<file path="src/rtl/beam_steer_ctrl.sv">
module beam_steer_ctrl #(
  parameter int N_ANT  = 4,
  parameter int ROW_W  = 3,
  parameter int COL_W  = 3,
  parameter int DATA_W = 16,
  parameter int DEPTH  = 4,
  parameter int MY_ROW = 3,
  parameter int MY_COL = 3
) (
  input  logic                 clk,
  input  logic                 rst_n,
  input  logic                 in_valid,
  output logic                 in_ready,
  input  logic [ROW_W-1:0]     in_dst_row,
  input  logic [COL_W-1:0]     in_dst_col,
  input  logic [DATA_W-1:0]    in_data,
  input  logic                 tbl_we,
  input  logic [2:0]           tbl_addr,
  input  logic [2*N_ANT-1:0]   tbl_data,
  input  logic                 trx_busy,
  output logic                 trx_valid,
  output logic [2:0]           trx_dir,
  output logic [DATA_W-1:0]    trx_data,
  output logic [2*N_ANT-1:0]   phase
);
  localparam int PV_W  = 2 * N_ANT;
  localparam int PTR_W = (DEPTH > 1) ? $clog2(DEPTH) : 1;
  localparam int CNT_W = $clog2(DEPTH + 1);
  localparam int ENT_W = ROW_W + COL_W + DATA_W;
  localparam int N_DIR = 8;
  localparam logic [ROW_W-1:0] HOME_R = ROW_W'(MY_ROW);
  localparam logic [COL_W-1:0] HOME_C = COL_W'(MY_COL);
  localparam logic [2:0] D_OMNI = 3'd0, D_NORTH = 3'd1, D_SOUTH = 3'd2,
                         D_EAST = 3'd3, D_WEST = 3'd4;

  logic [ENT_W-1:0] q [DEPTH];
  logic [PTR_W-1:0] wr_ptr, rd_ptr;
  logic [CNT_W-1:0] cnt;
  logic [PV_W-1:0]  tbl [N_DIR];

  logic              s1_v;
  logic [2:0]        s1_dir;
  logic [DATA_W-1:0] s1_data;

  logic push, pop, dispatch;
  logic [ROW_W-1:0]  h_row;
  logic [COL_W-1:0]  h_col;
  logic [DATA_W-1:0] h_data;
  logic [2:0]        h_dir;

  assign in_ready = cnt < CNT_W'(DEPTH);
  assign push     = in_valid && in_ready;
  assign dispatch = s1_v && !trx_busy;
  assign pop      = (cnt != '0) && (!s1_v || dispatch);
  assign {h_row, h_col, h_data} = q[rd_ptr];

  always_comb begin
    h_dir = D_OMNI;
    if (h_col == HOME_C && h_row != HOME_R)
      h_dir = (h_row < HOME_R) ? D_NORTH : D_SOUTH;
    else if (h_row == HOME_R && h_col != HOME_C)
      h_dir = (h_col > HOME_C) ? D_EAST : D_WEST;
  end

  function automatic logic [PTR_W-1:0] bump(input logic [PTR_W-1:0] p);
    return (p == PTR_W'(DEPTH - 1)) ? '0 : p + PTR_W'(1);
  endfunction

  always_ff @(posedge clk) begin
    if (push) q[wr_ptr] <= {in_dst_row, in_dst_col, in_data};
  end

  always_ff @(posedge clk) begin
    if (!rst_n) begin
      wr_ptr <= '0;
      rd_ptr <= '0;
      cnt    <= '0;
    end else begin
      if (push) wr_ptr <= bump(wr_ptr);
      if (pop)  rd_ptr <= bump(rd_ptr);
      cnt <= cnt + CNT_W'(push) - CNT_W'(pop);
    end
  end

  always_ff @(posedge clk) begin
    if (!rst_n) begin
      for (int i = 0; i < N_DIR; i++) tbl[i] <= '0;
    end else if (tbl_we) begin
      tbl[tbl_addr] <= tbl_data;
    end
  end

  always_ff @(posedge clk) begin
    if (!rst_n) begin
      s1_v    <= 1'b0;
      s1_dir  <= D_OMNI;
      s1_data <= '0;
    end else if (!s1_v || dispatch) begin
      s1_v <= pop;
      if (pop) begin
        s1_dir  <= h_dir;
        s1_data <= h_data;
      end
    end
  end

  always_ff @(posedge clk) begin
    if (!rst_n) begin
      trx_valid <= 1'b0;
      trx_dir   <= D_OMNI;
      trx_data  <= '0;
      phase     <= '0;
    end else begin
      trx_valid <= dispatch;
      if (dispatch) begin
        trx_dir  <= s1_dir;
        trx_data <= s1_data;
        phase    <= tbl[s1_dir];
      end else if (!trx_busy) begin
        phase <= '0;
      end
    end
  end

  a_r1_ready_falls_on_push: assert property (@(posedge clk) disable iff (!rst_n)
    $fell(in_ready) |-> $past(in_valid));
  a_r4_dir_range: assert property (@(posedge clk) disable iff (!rst_n)
    trx_valid |-> trx_dir <= 3'd4);
  a_r6_from_stage: assert property (@(posedge clk) disable iff (!rst_n)
    trx_valid |-> $past(s1_v));
  a_r7_busy_blocks: assert property (@(posedge clk) disable iff (!rst_n)
    trx_busy |=> !trx_valid);
  a_r9_idle_omni: assert property (@(posedge clk) disable iff (!rst_n)
    (!trx_valid && !$past(trx_busy)) |-> phase == '0);
endmodule

</file>
<file path="config.mk">
export PLATFORM = sky130hd
export DESIGN_NAME = beam_steer_ctrl
export DESIGN_NICKNAME = d
export VERILOG_FILES = /design/src/rtl/beam_steer_ctrl.sv
export SDC_FILE = /design/constraint.sdc
export NUM_CORES = 1
export LEC_CHECK = 0
export ABC_AREA = 1
export CAP_MARGIN = 30
export CORE_MARGIN = 5
export CORE_UTILIZATION = 35
export CTS_BUF_LIST = sky130_fd_sc_hd__clkbuf_16
export DETAILED_ROUTE_END_ITERATION = 10
export GPL_TIMING_DRIVEN = 0
export PLACE_DENSITY = 0.63
export RECOVER_POWER = 50
export SLEW_MARGIN = 25
export SYNTH_ARGS = -nofsm -noshare
export SYNTH_HDL_FRONTEND = slang
export SYNTH_SLANG_ARGS = --single-unit
</file>
<file path="constraint.sdc">
create_clock -name clk -period 2.95 [get_ports clk]
set_clock_uncertainty 0.05 [all_clocks]
set_input_delay 0.4425 -clock clk [delete_from_list [all_inputs] [get_ports clk]]
set_output_delay 0.4425 -clock clk [all_outputs]
set_load 0.005 [all_outputs]
</file>
==> results.ini, run 1 <==
[outcome]
outcome=finished, final reports clean

[detailed_routing]
wl_um=20100
drtAntennaViolNets=0
vias_per_cell=4.71
num_vias=5704
routedWlPerCell_um=16.6
dr.first_iter.drc_count=351
drtPass1Iterations=5
drc=0

[power]
p_leak_nw=3.84
vdd_drop_max_mv=0.511
power.density_nw_per_um2=844
power.total_mw=8.59

[synthesis]
synth.avg_cell_area_sq_um=10.7
syn_inst=783
synth_seq_cells=212
yosys.cell_types.count=27
netlist_area_sq_um=8380
ys_warn_count=0
synth_fp_nets=828
ys_seq_area_share_pct=68.8

[layout]
fin_area_sq_um=10200
final_util_pct=43.2
drive_above_1_share_pct=6.96
synthToLayoutAreaGrowth_pct=21.4
num_antenna_cells=0
stdcell_count=1210
fill_cells=2301
fin_nets=920

[min_path]
hold_depth=3
worstHoldStart=trx_busy
min_path_type=input pin to flip-flop
holdPathEnd=phase[4]

[worst_setup_path]
rr_endpoint=cnt[2]
cp.arrival_ns=2.67
critical-path-max-stage-delay_ns=0.37
cp_cell_sequence=inv_1, a21oi_4, buf_4, xor2_1, ha_1, inv_1, fa_1, xor2_1, o21ai_0, a21oi_1
crit_family=adder cells
worstPathRequired_ns=3.34
worstSetupStartpointType=flip-flop
r2r_setup_slack_ns=0.67
crit_type=flip-flop to flip-flop
worst-path-buf-inv=3
reg2regPathDepth=10
crit_path_end_kind=flip-flop
crit_fanout=10
rr_startpoint=cnt[2]
critPathSlowestCell=fa_1

[timing]
setup_viol=0
hold_viol=0
whs_ns=0.196
max_freq_mhz=439
maxSlewHeadroom_pct=42.5
drv_slew=0
grt_setup_unrepaired=no
fin_tns_setup_ns=0
worstMarginPinSlew_ns=0.860
setup_ws_ns=0.670
fin_crit_ns=2.28
min_period_over_period_pct=77.3

[job]
cap_violations=0

[global_routing]
globalRoute.totalOverflow=0
grt_pass1_vias=5833
grt_usage_pct=15.0
antenna_found_initial=0
grt_max_degree=23
grt_pass1_wl_um=31700

[clock_network]
htreeDepth=1
cts.reportedPaths.clkPinSlew_ns=0.06
post_cts_buffers=0
clock_path_buffers=3
clock_sinks=212
cts_buffers=22
cts_resized=0
insertion_delay_ns=0.52
cts_hold_buffers=0
cts_tree=built
ctsRootBufferMaster=clkbuf_16

[place]
dp_cells=1170
dp_hpwl_um=13500
pre_cts_slack_ns=0.225
portBuffers=64
dpl-instance-area_sq_um=9530
gp_congestion=0.843

[die]
die_h_um=165
ios=67
start_util_pct=35.6
std_cell_rows=56
die-area_sq_um=27100
coreArea_sq_um=23500
fp.dieW_um=165

-- area by class of cell --
cell class | count | area [sq um] | share of cell area (%)
Multi-Input combinational cell | 482 | 2200 | 21.6
Clock buffer | 23 | 576 | 5.66
Sequential cell | 212 | 5770 | 56.7
Clock inverter | 17 | 113 | 1.11
Tap cell | 319 | 399 | 3.92
Buffer | 38 | 216 | 2.13
Inverter | 51 | 191 | 1.88
Timing Repair Buffer | 68 | 716 | 7.03
-- Yosys cell counts --
| master | number | area share (%) |
|---|---|---|
| o21ai_0 | 97 | 5.8 |
| dfxtp_1 | 60 | 14 |
| o21ai_1 | 8 | 0.48 |
| buf_2 | 10 | 0.60 |
| nand2_2 | 2 | 0.15 |
| a21oi_1 | 27 | 1.6 |
| nand3_1 | 39 | 2.3 |
| nand3b_1 | 1 | 0.090 |
| nand2_1 | 55 | 2.5 |
| nor2_2 | 1 | 0.075 |
| a211oi_1 | 1 | 0.090 |
| nand4_1 | 1 | 0.075 |
| clkbuf_1 | 17 | 0.76 |
| buf_4 | 3 | 0.27 |
| a21oi_4 | 1 | 0.19 |
| xor2_1 | 2 | 0.21 |
| edfxtp_1 | 152 | 54 |
| o211a_1 | 2 | 0.24 |
| inv_2 | 3 | 0.13 |
| fa_1 | 1 | 0.24 |
| nor2_4 | 1 | 0.13 |
| ha_1 | 6 | 0.90 |
| a31oi_1 | 16 | 1.2 |
| inv_1 | 48 | 2.1 |
| nor2_1 | 220 | 9.9 |
| buf_6 | 8 | 1.1 |
| a21oi_2 | 1 | 0.10 |
-- cells in the final DEF (no fill, tap or decap), drive strengths merged --
master,netlist,final
nor2,222,222
edfxtp,152,152
o21ai,105,105
dfxtp,60,60
nand2,57,57
inv,51,57
clkbuf,17,43
clkdlybuf4s50,0,41
nand3,39,39
a21oi,29,29
dlygate4sd3,0,23
buf,21,22
a31oi,16,16
clkinv,0,10
ha,6,6
xor2,2,2
o211a,2,2
a211oi,1,1
nand4,1,1
nand3b,1,1
fa,1,1
bufinv,0,1
-- logic make-up (layout without fill, tap and decap cells) --
kind of cell	count (synthesis)	count (layout)	share of synthesized area [%]
buf+inv	89	197	4.99
simple gates	320	320	15.2
flops	212	212	68.8
xor+xnor	2	2	0.209
compound gates	153	153	9.70
fa+ha+maj	7	7	1.13
-- registers in the layout, summed over array words and instances (netlist names), named ones only --
| signal | flops |
|---|---|
| q | 88 |
| s1_dir | 3 |
| s1_data | 16 |
| trx_data | 16 |
| s1_v | 1 |
| phase | 8 |
| trx_dir | 3 |
| rd_ptr | 2 |
| wr_ptr | 2 |
| tbl | 64 |
| trx_valid | 1 |
| cnt | 3 |
-- how the worst max path moves through the flow --
stage	slack, ns	from	end	cells after the start
after detailed placement	0.22	in_valid	cnt[2]	10
after global routing	0.49	cnt[2]	cnt[2]	10
after CTS	0.61	cnt[2]	cnt[2]	10
after global placement	-0.47	in_valid	q[1][6]	3
final	0.67	cnt[2]	cnt[2]	10
after floorplan	0.70	trx_busy	cnt[2]	12
-- report_power, final --
part | switching, mW | internal [mW] | leakage (nW)
clock network | 1.14 | 1.50 | 0.358
logic | 1.37 | 0.794 | 1.57
registers | 0.187 | 3.60 | 1.91
-- worst register-to-register path, cell delays in order (launching register included) --
cell and delay (ns):
dfxtp_1 0.35, inv_1 0.12, a21oi_4 0.28, buf_4 0.25, xor2_1 0.17, ha_1 0.17
inv_1 0.05, fa_1 0.37, xor2_1 0.19, o21ai_0 0.10, a21oi_1 0.13
-- metal layers --
metal  track usage, %  up-vias  part of all wire (%)
met3             2.67       40                   5.9
met4             4.31        0                   2.6
li1                 -     2845                     -
met2             25.0      170                    47
met5                0        -                     0
met1             20.2     2649                    44
(Power assumes the default switching activity.)
==> run 2, diff against run 1 <==
==> constraint.sdc (replaced) <==
create_clock -name clk -period 2.4 [get_ports clk]
set_clock_uncertainty 0.05 [all_clocks]
set_input_delay 0.36 -clock clk [delete_from_list [all_inputs] [get_ports clk]]
set_output_delay 0.36 -clock clk [all_outputs]
set_load 0.005 [all_outputs]
==> run 2 against run 1 <==
  * Routed wire length about the same
  * Clock power increased by 23%
  * Highest routed layer unchanged
  * Sequential share of layout area about the same
  * Combinational power increased by 25%
  * Critical path depth unchanged
  * Sequential cell count unchanged
  * Die area unchanged
  * Utilization about the same
  * Clock-buffer cell count unchanged
  * Register-to-register slack got worse by 0.48 ns
  * Design area about the same
  * Cell count increased by 0.25%
==> results.ini, run 2 (synthesis gave the netlist of run 1 again) <==
[outcome]
outcome=finished, final reports clean

[timing]
setup_ws_ns=0.190  ; -0.481 ns
min_period_over_period_pct=92.1  ; +15 points
grt_setup_unrepaired=no
hold_viol=0  ; unchanged
whs_ns=0.114  ; -0.0816 ns
worstMarginPinSlew_ns=0.892  ; +0.0321 ns
fin_tns_setup_ns=0  ; unchanged
fin_crit_ns=2.21  ; -0.0694 ns
maxSlewHeadroom_pct=40.3  ; -2.1 points
setup_viol=0  ; unchanged
max_freq_mhz=452  ; +3.1%
drv_slew=0  ; unchanged

[clock_network]
clock_sinks=212  ; unchanged
insertion_delay_ns=0.52  ; about the same
cts_buffers=22  ; unchanged
ctsRootBufferMaster=clkbuf_16
cts_tree=built
clock_path_buffers=3  ; unchanged
cts_hold_buffers=0  ; unchanged
cts.reportedPaths.clkPinSlew_ns=0.06  ; about the same
htreeDepth=1  ; unchanged

[die]
coreArea_sq_um=23500  ; unchanged
start_util_pct=35.6  ; unchanged
std_cell_rows=56  ; unchanged
die_h_um=165  ; unchanged
die-area_sq_um=27100  ; unchanged
fp.dieW_um=165  ; unchanged
ios=67  ; unchanged

[worst_setup_path]
cp.depth=10  ; unchanged
critical-path-max-stage-delay_ns=0.39  ; +0.02 ns
reg2regPathDepth=10  ; unchanged
worst-path-buf-inv=2  ; -1
cp_cell_sequence=nor2_1, a21oi_4, buf_4, xor2_1, ha_1, inv_1, fa_1, xor2_1, o21ai_0, a21oi_1
crit_type=flip-flop to flip-flop
crit_family=adder cells
cp-startpoint=cnt[1]
cp.arrival_ns=2.60  ; -0.07 ns
cpMostUsedCell=xor2_1
critPathSlowestCell=dfxtp_1
worstPathRequired_ns=2.79  ; -0.55 ns
crit_path_end_kind=flip-flop
rr_startpoint=cnt[1]
worstSetupStartpointType=flip-flop
crit_fanout=10  ; unchanged

[layout]
largest_reg_flops=88  ; unchanged
drive_above_1_share_pct=7.49  ; +0.54 points
final_cell_mix=219 x nor2_1, 152 x edfxtp_1, 97 x o21ai_0
synthToLayoutAreaGrowth_pct=21.5  ; about the same
fill_cells=2297  ; -0.17%
final_util_pct=43.3  ; about the same
num_antenna_cells=0  ; unchanged
top_register=q
layout_commonest_cell=nor2_1
fin_nets=923  ; +0.33%
top_regs=q x88, tbl x64

[detailed_routing]
drtPass1Iterations=4  ; -1
routedWlPerCell_um=16.5  ; -0.21%
wl_um=20100  ; about the same
vias_per_cell=4.72  ; +0.14%
drc=0  ; unchanged
num_vias=5726  ; +0.39%
drtAntennaViolNets=0  ; unchanged
dr.first_iter.drc_count=382  ; +8.8%

[global_routing]
grt_pass1_wl_um=31700  ; unchanged
grt_usage_pct=15.0  ; unchanged
globalRoute.totalOverflow=0  ; unchanged
grt_max_degree=23  ; unchanged
grt_pass1_vias=5833  ; unchanged
antenna_found_initial=0  ; unchanged

[power]
p_comb_share_pct=25.5  ; +0.3 points
p_sw_share_pct=31.4  ; +0.044 points
power.switching_mw=3.33  ; +24%
p_int_mw=7.29  ; +23%
power.density_nw_per_um2=1040  ; +23%
power.total_mw=10.6  ; +24%
clkPwrFrac_pct=30.6  ; about the same
vdd_drop_max_mv=0.625  ; +22%
seq_power_share_pct=43.9  ; -0.2 points
p_leak_nw=3.85  ; +0.18%

[place]
gp_congestion=0.843  ; unchanged
portBuffers=64  ; unchanged
dp_hpwl_um=13500  ; unchanged
pre_cts_slack_ns=-0.243  ; -0.468 ns

[min_path]
min_path_type=input pin to flip-flop
hold_depth=3  ; unchanged
worstHoldStart=trx_busy

[job]
cap_violations=0  ; unchanged

run 2: changes by cell type in the layout (fill, tap and decap cells not counted):
cell      change
a21oi_2       +1
nand2_2       +1
nand2_1       -1
buf_12        -1
a21oi_1       -1
buf_4         +1
buf_2         +2
o21ai_1       +3
clkbuf_2      +1
o21ai_0       -3
run 2: metal layers:
layer	routed length [um]	part of all wire, %	global-route usage [%]
met1	8890	44	20.2
met2	9480	47	25.0
met3	1130	5.7	2.67
met4	552	2.8	4.31
met5	0	0	0
run 2: area by class of cell:
cell class | instances | area, sq um | share of cell area, %
tap | 319 | 399 | 3.92
timing repair buffer | 71 | 719 | 7.06
inverter | 51 | 191 | 1.88
sequential | 212 | 5770 | 56.6
clock buffer | 23 | 576 | 5.65
clock inverter | 17 | 113 | 1.11
buffer | 38 | 215 | 2.11
multi-input combinational | 482 | 2210 | 21.7
run 2: repair_timing:
action / CTS / global route
buffers inserted: 0 / 3
resized for setup: 0 / 1
endpoints found under the setup margin: 0 / 1
run 2: power groups by stage:
stage	Clock [mW]	Sequential, mW	Combinational [mW]
floorplan	0	4.67	1.75
global placement	0	4.72	2.63
detailed placement	0	4.73	2.73
CTS	3.31	4.66	2.75
global route	3.47	4.71	3.06
finish	3.25	4.66	2.71
run 2: per-stage QoR:
| step | cell area, sq um | cells |
|---|---|---|
| after floorplan | 8380 | 783 |
| after global placement | 9420 | 1166 |
| after detailed placement | 9530 | 1170 |
| after CTS | 10200 | 1210 |
| after global routing | 10200 | 1213 |
| final | 10200 | 1213 |
run 2: worst reg2reg max path: stages, from the launching register on:
cell     delay (ns)
dfxtp_1        0.39
nor2_1         0.10
a21oi_4        0.21
buf_4          0.23
xor2_1         0.17
ha_1           0.17
inv_1          0.05
fa_1           0.37
xor2_1         0.18
o21ai_0        0.09
a21oi_1        0.13
run 2: path summary, 6_finish.rpt:
kind                            endpoint  slack [ns]
worst max-delay path              cnt[2]        0.19
worst min-delay path            phase[4]        0.11
worst max register to register    cnt[2]        0.19
worst min register to register  phase[2]        0.41
==> run 3, diff against run 2 <==
--- a/config.mk
+++ b/config.mk
@@ -5,14 +5,14 @@
 export SDC_FILE = /design/constraint.sdc
 export NUM_CORES = 1
 export LEC_CHECK = 0
-export ABC_AREA = 1
+export ABC_AREA = 0
 export CAP_MARGIN = 30
 export CORE_MARGIN = 5
 export CORE_UTILIZATION = 35
 export CTS_BUF_LIST = sky130_fd_sc_hd__clkbuf_16
 export DETAILED_ROUTE_END_ITERATION = 10
 export GPL_TIMING_DRIVEN = 0
-export PLACE_DENSITY = 0.63
+export PLACE_DENSITY = 0.62
 export RECOVER_POWER = 50
 export SLEW_MARGIN = 25
 export SYNTH_ARGS = -nofsm -noshare
==> run 3 against run 2 <==
  * Highest routed layer unchanged
  * Routed wire length is 6.0% lower
  * Maximum frequency is 0.69% lower
  * Non-clock buffer count is 7 lower
  * Die area is 1.6% higher
  * Via count is 13% lower
  * Worst hold slack better by 0.21 ns
==> results.ini, run 3 <==
[outcome]
outcome=finished, final reports clean

[global_routing]
grt_pass1_vias=5187  ; -11%
grt_max_degree=23  ; unchanged
grt_usage_pct=13.6  ; -1.4 points
busiest_layer=met2
use_met1_pct=18.2  ; -2.0 points
grt_pass1_wl_um=29700  ; -6.4%
met2_usage_pct=23.3  ; -1.6 points
globalRoute.totalOverflow=0  ; unchanged
grt_use_met3_pct=2.05  ; -0.62 points
antenna_found_initial=0  ; unchanged

[detailed_routing]
wl_um=18900  ; -6.0%
drtAntennaViolNets=0  ; unchanged
vias_per_cell=4.82  ; +2.0%
routedWlPerCell_um=18.3  ; +10%
drtPass1Iterations=4  ; unchanged
dr.first_iter.drc_count=271  ; -29%
num_vias=4976  ; -13%
drc=0  ; unchanged

[layout]
synthToLayoutAreaGrowth_pct=21.2
drive_above_1_share_pct=12.0  ; +4.5 points
num_antenna_cells=0  ; unchanged
fin_nets=738  ; -20%
top_register=q
final_cell_mix=152 x edfxtp_1, 85 x nand2_1, 60 x dfxtp_1
top_regs=q x88, tbl x64
fill_cells=2215  ; -3.6%
stdcell_count=1033  ; -15%
largest_reg_flops=88  ; unchanged
layout_commonest_cell=edfxtp_1

[power]
p_leak_nw=3.49  ; -9.3%
vdd_drop_max_mv=0.652  ; +4.3%
power.density_nw_per_um2=949  ; -8.9%

[die]
std_cell_rows=57  ; +1.8%
start_util_pct=35.3  ; -0.33 points
ios=67  ; unchanged
fp.dieW_um=166  ; +0.82%
die_h_um=166  ; +0.82%
die-area_sq_um=27600  ; +1.6%
coreArea_sq_um=24200  ; +2.7%

[clock_network]
cts_buffers=22  ; unchanged
cts.reportedPaths.clkPinSlew_ns=0.06  ; about the same
clock_sinks=212  ; unchanged
insertion_delay_ns=0.51  ; about the same
clock_path_buffers=3  ; unchanged
ctsRootBufferMaster=clkbuf_16
htreeDepth=1  ; unchanged
cts_tree=built
cts_hold_buffers=0  ; unchanged

[synthesis]
synth_fa_ha_area_share_pct=1.12  ; -0.019 points
synth_mux_area_share_pct=9.83  ; +9.8 points
synth_edf_count=152  ; unchanged
ys_top_cells_by_count=152 x edfxtp_1, 86 x nand2_1, 71 x and2_1, 60 x dfxtp_1, 40 x a21boi_0
synth_top_family_by_area=simple AND/OR/NAND/NOR gates
ys_warn_count=0  ; unchanged
yosys.area.top_type=edfxtp_1
async_flop_share_pct=0  ; unchanged
synth_xor_area_share_pct=0.308  ; +0.099 points
syn_inst=596  ; -24%
synth.most_common_cell=edfxtp_1
yosys.cell_types.count=34  ; +26%
synth_seq_cells=212  ; unchanged
ys_seq_area_share_pct=67.6  ; -1.2 points
synth.avg_cell_area_sq_um=14.3  ; +34%
synth_fp_nets=641  ; -23%
yosys-top-cells-area=edfxtp_1 54%, dfxtp_1 14%, mux4_2 7.9%
netlist_area_sq_um=8530  ; +1.7%
ys.flop_type=edfxtp_1
synthSimpleGateAreaFrac_pct=12.4  ; -2.8 points
synth_compound_area_share_pct=7.01  ; -2.7 points
synth_top_area_share_pct=53.5  ; -0.94 points

[worst_setup_path]
critPathSlowestCell=or3_1
crit_path_end_kind=flip-flop
crit_fanout=5  ; -5
worst-path-buf-inv=1  ; -1
cp.arrival_ns=2.58  ; -0.02 ns
crit_type=flip-flop to flip-flop
worstSetupStartpointType=flip-flop
reg2regPathDepth=9  ; -1
crit_family=simple AND/OR/NAND/NOR gates
cpMostUsedCell=xnor2_1
cp.depth=9  ; -1
worstPathRequired_ns=2.75  ; -0.04 ns
cp_cell_sequence=or3_1, nand2_4, xnor2_1, ha_1, inv_1, fa_1, xnor2_1, xnor2_1, and2_1
critical-path-max-stage-delay_ns=0.47  ; +0.08 ns

[min_path]
hold_depth=3  ; unchanged
min_path_type=input pin to flip-flop

[timing]
fin_crit_ns=2.23  ; +0.0154 ns
min_period_over_period_pct=92.7  ; +0.64 points
whs_ns=0.322  ; +0.208 ns
drv_slew=0  ; unchanged
maxSlewHeadroom_pct=45.8  ; +5.5 points
grt_setup_unrepaired=no
hold_viol=0  ; unchanged
setup_viol=0  ; unchanged
fin_tns_setup_ns=0  ; unchanged
worstMarginPinSlew_ns=0.811  ; -0.0816 ns
max_freq_mhz=449  ; -0.69%

[place]
dp_cells=991  ; -15%
gp_congestion=0.774  ; -8.2%
dp_hpwl_um=12400  ; -8.5%
portBuffers=65  ; +1.6%

[job]
cap_violations=0  ; unchanged

==> run 3: cell types whose count changed in the layout (fill, tap and decap cells not counted), sizes merged, moves of 29 or more <==
cell	before	now
nor2	222	10
o21ai	105	7
and2	0	79
inv	57	12
a21boi	0	40
mux4	0	35
nand3	39	6
nand2	57	86
==> run 3: area by class of cell <==
class | instances | area (sq um) | share of cell area [%]
Multi-Input combinational cell | 348 | 2630 | 25.5
Clock inverter | 17 | 92.6 | 0.896
Clock buffer | 23 | 576 | 5.57
Sequential cell | 212 | 5770 | 55.8
Tap cell | 324 | 405 | 3.92
Timing Repair Buffer | 74 | 712 | 6.89
Buffer | 28 | 121 | 1.17
Inverter | 7 | 26.3 | 0.254
==> run 3: worst min-delay path: cells and delay by family <==
kind            cells  cell delay [ns]
compound gates      1             0.12
buf+inv             1             0.19
simple gates        1             0.16
==> run 3: cells by family after synthesis <==
kind of cell / count (synthesis)
AOI/OAI and AO/OA: 93
xor gates and xnor gates: 3
adders and majority gates: 7
buffers and inverters: 36
DFF: 212
muxes: 38
and+or+nand+nor: 207
==> run 3: path summary, 6_finish.rpt <==
| check | from | to | slack [ns] |
|---|---|---|---|
| setup / recovery | cnt[2] | cnt[2] | 0.17 |
| hold / removal | rst_n | s1_dir[2] | 0.32 |
| setup reg to reg | cnt[2] | cnt[2] | 0.17 |
| hold reg to reg | phase[2] | phase[2] | 0.39 |
==> run 3: metrics by stage <==
step	cell area, sq um	setup WS (ns)	power, mW	util [%]
after global placement	9580	-0.674	6.71	39.6
after detailed placement	9640	-0.570	6.75	39.9
after global routing	10300	0.0313	10.3	42.7
final	10300	0.174	9.80	42.7
after CTS	10300	0.0443	9.90	42.6
after floorplan	8530	0.00866	6.05	-
==> run 3: power by group <==
| part | switching, mW | internal [mW] | total [mW] |
|---|---|---|---|
| combinational | 1.12 | 0.969 | 2.09 |
| sequential | 0.195 | 4.38 | 4.57 |
| clock | 1.40 | 1.74 | 3.15 |
| total | 2.72 | 7.09 | 9.80 |
==> run 3: repair_timing <==
action | in CTS | in global routing
buffers inserted | 0 | 3
pin swaps | 0 | 1
resized for setup | 2 | 2
setup endpoints to repair | 2 | 1
==> run 3: per-layer routing <==
metal  vias up  wire length [um]  part of all wire (%)
met5         -                 0                     0
met4         0               459                   2.4
met3        27               825                   4.4
met2       118              9280                    49
met1      2467              8300                    44
li1       2364                 -                     -
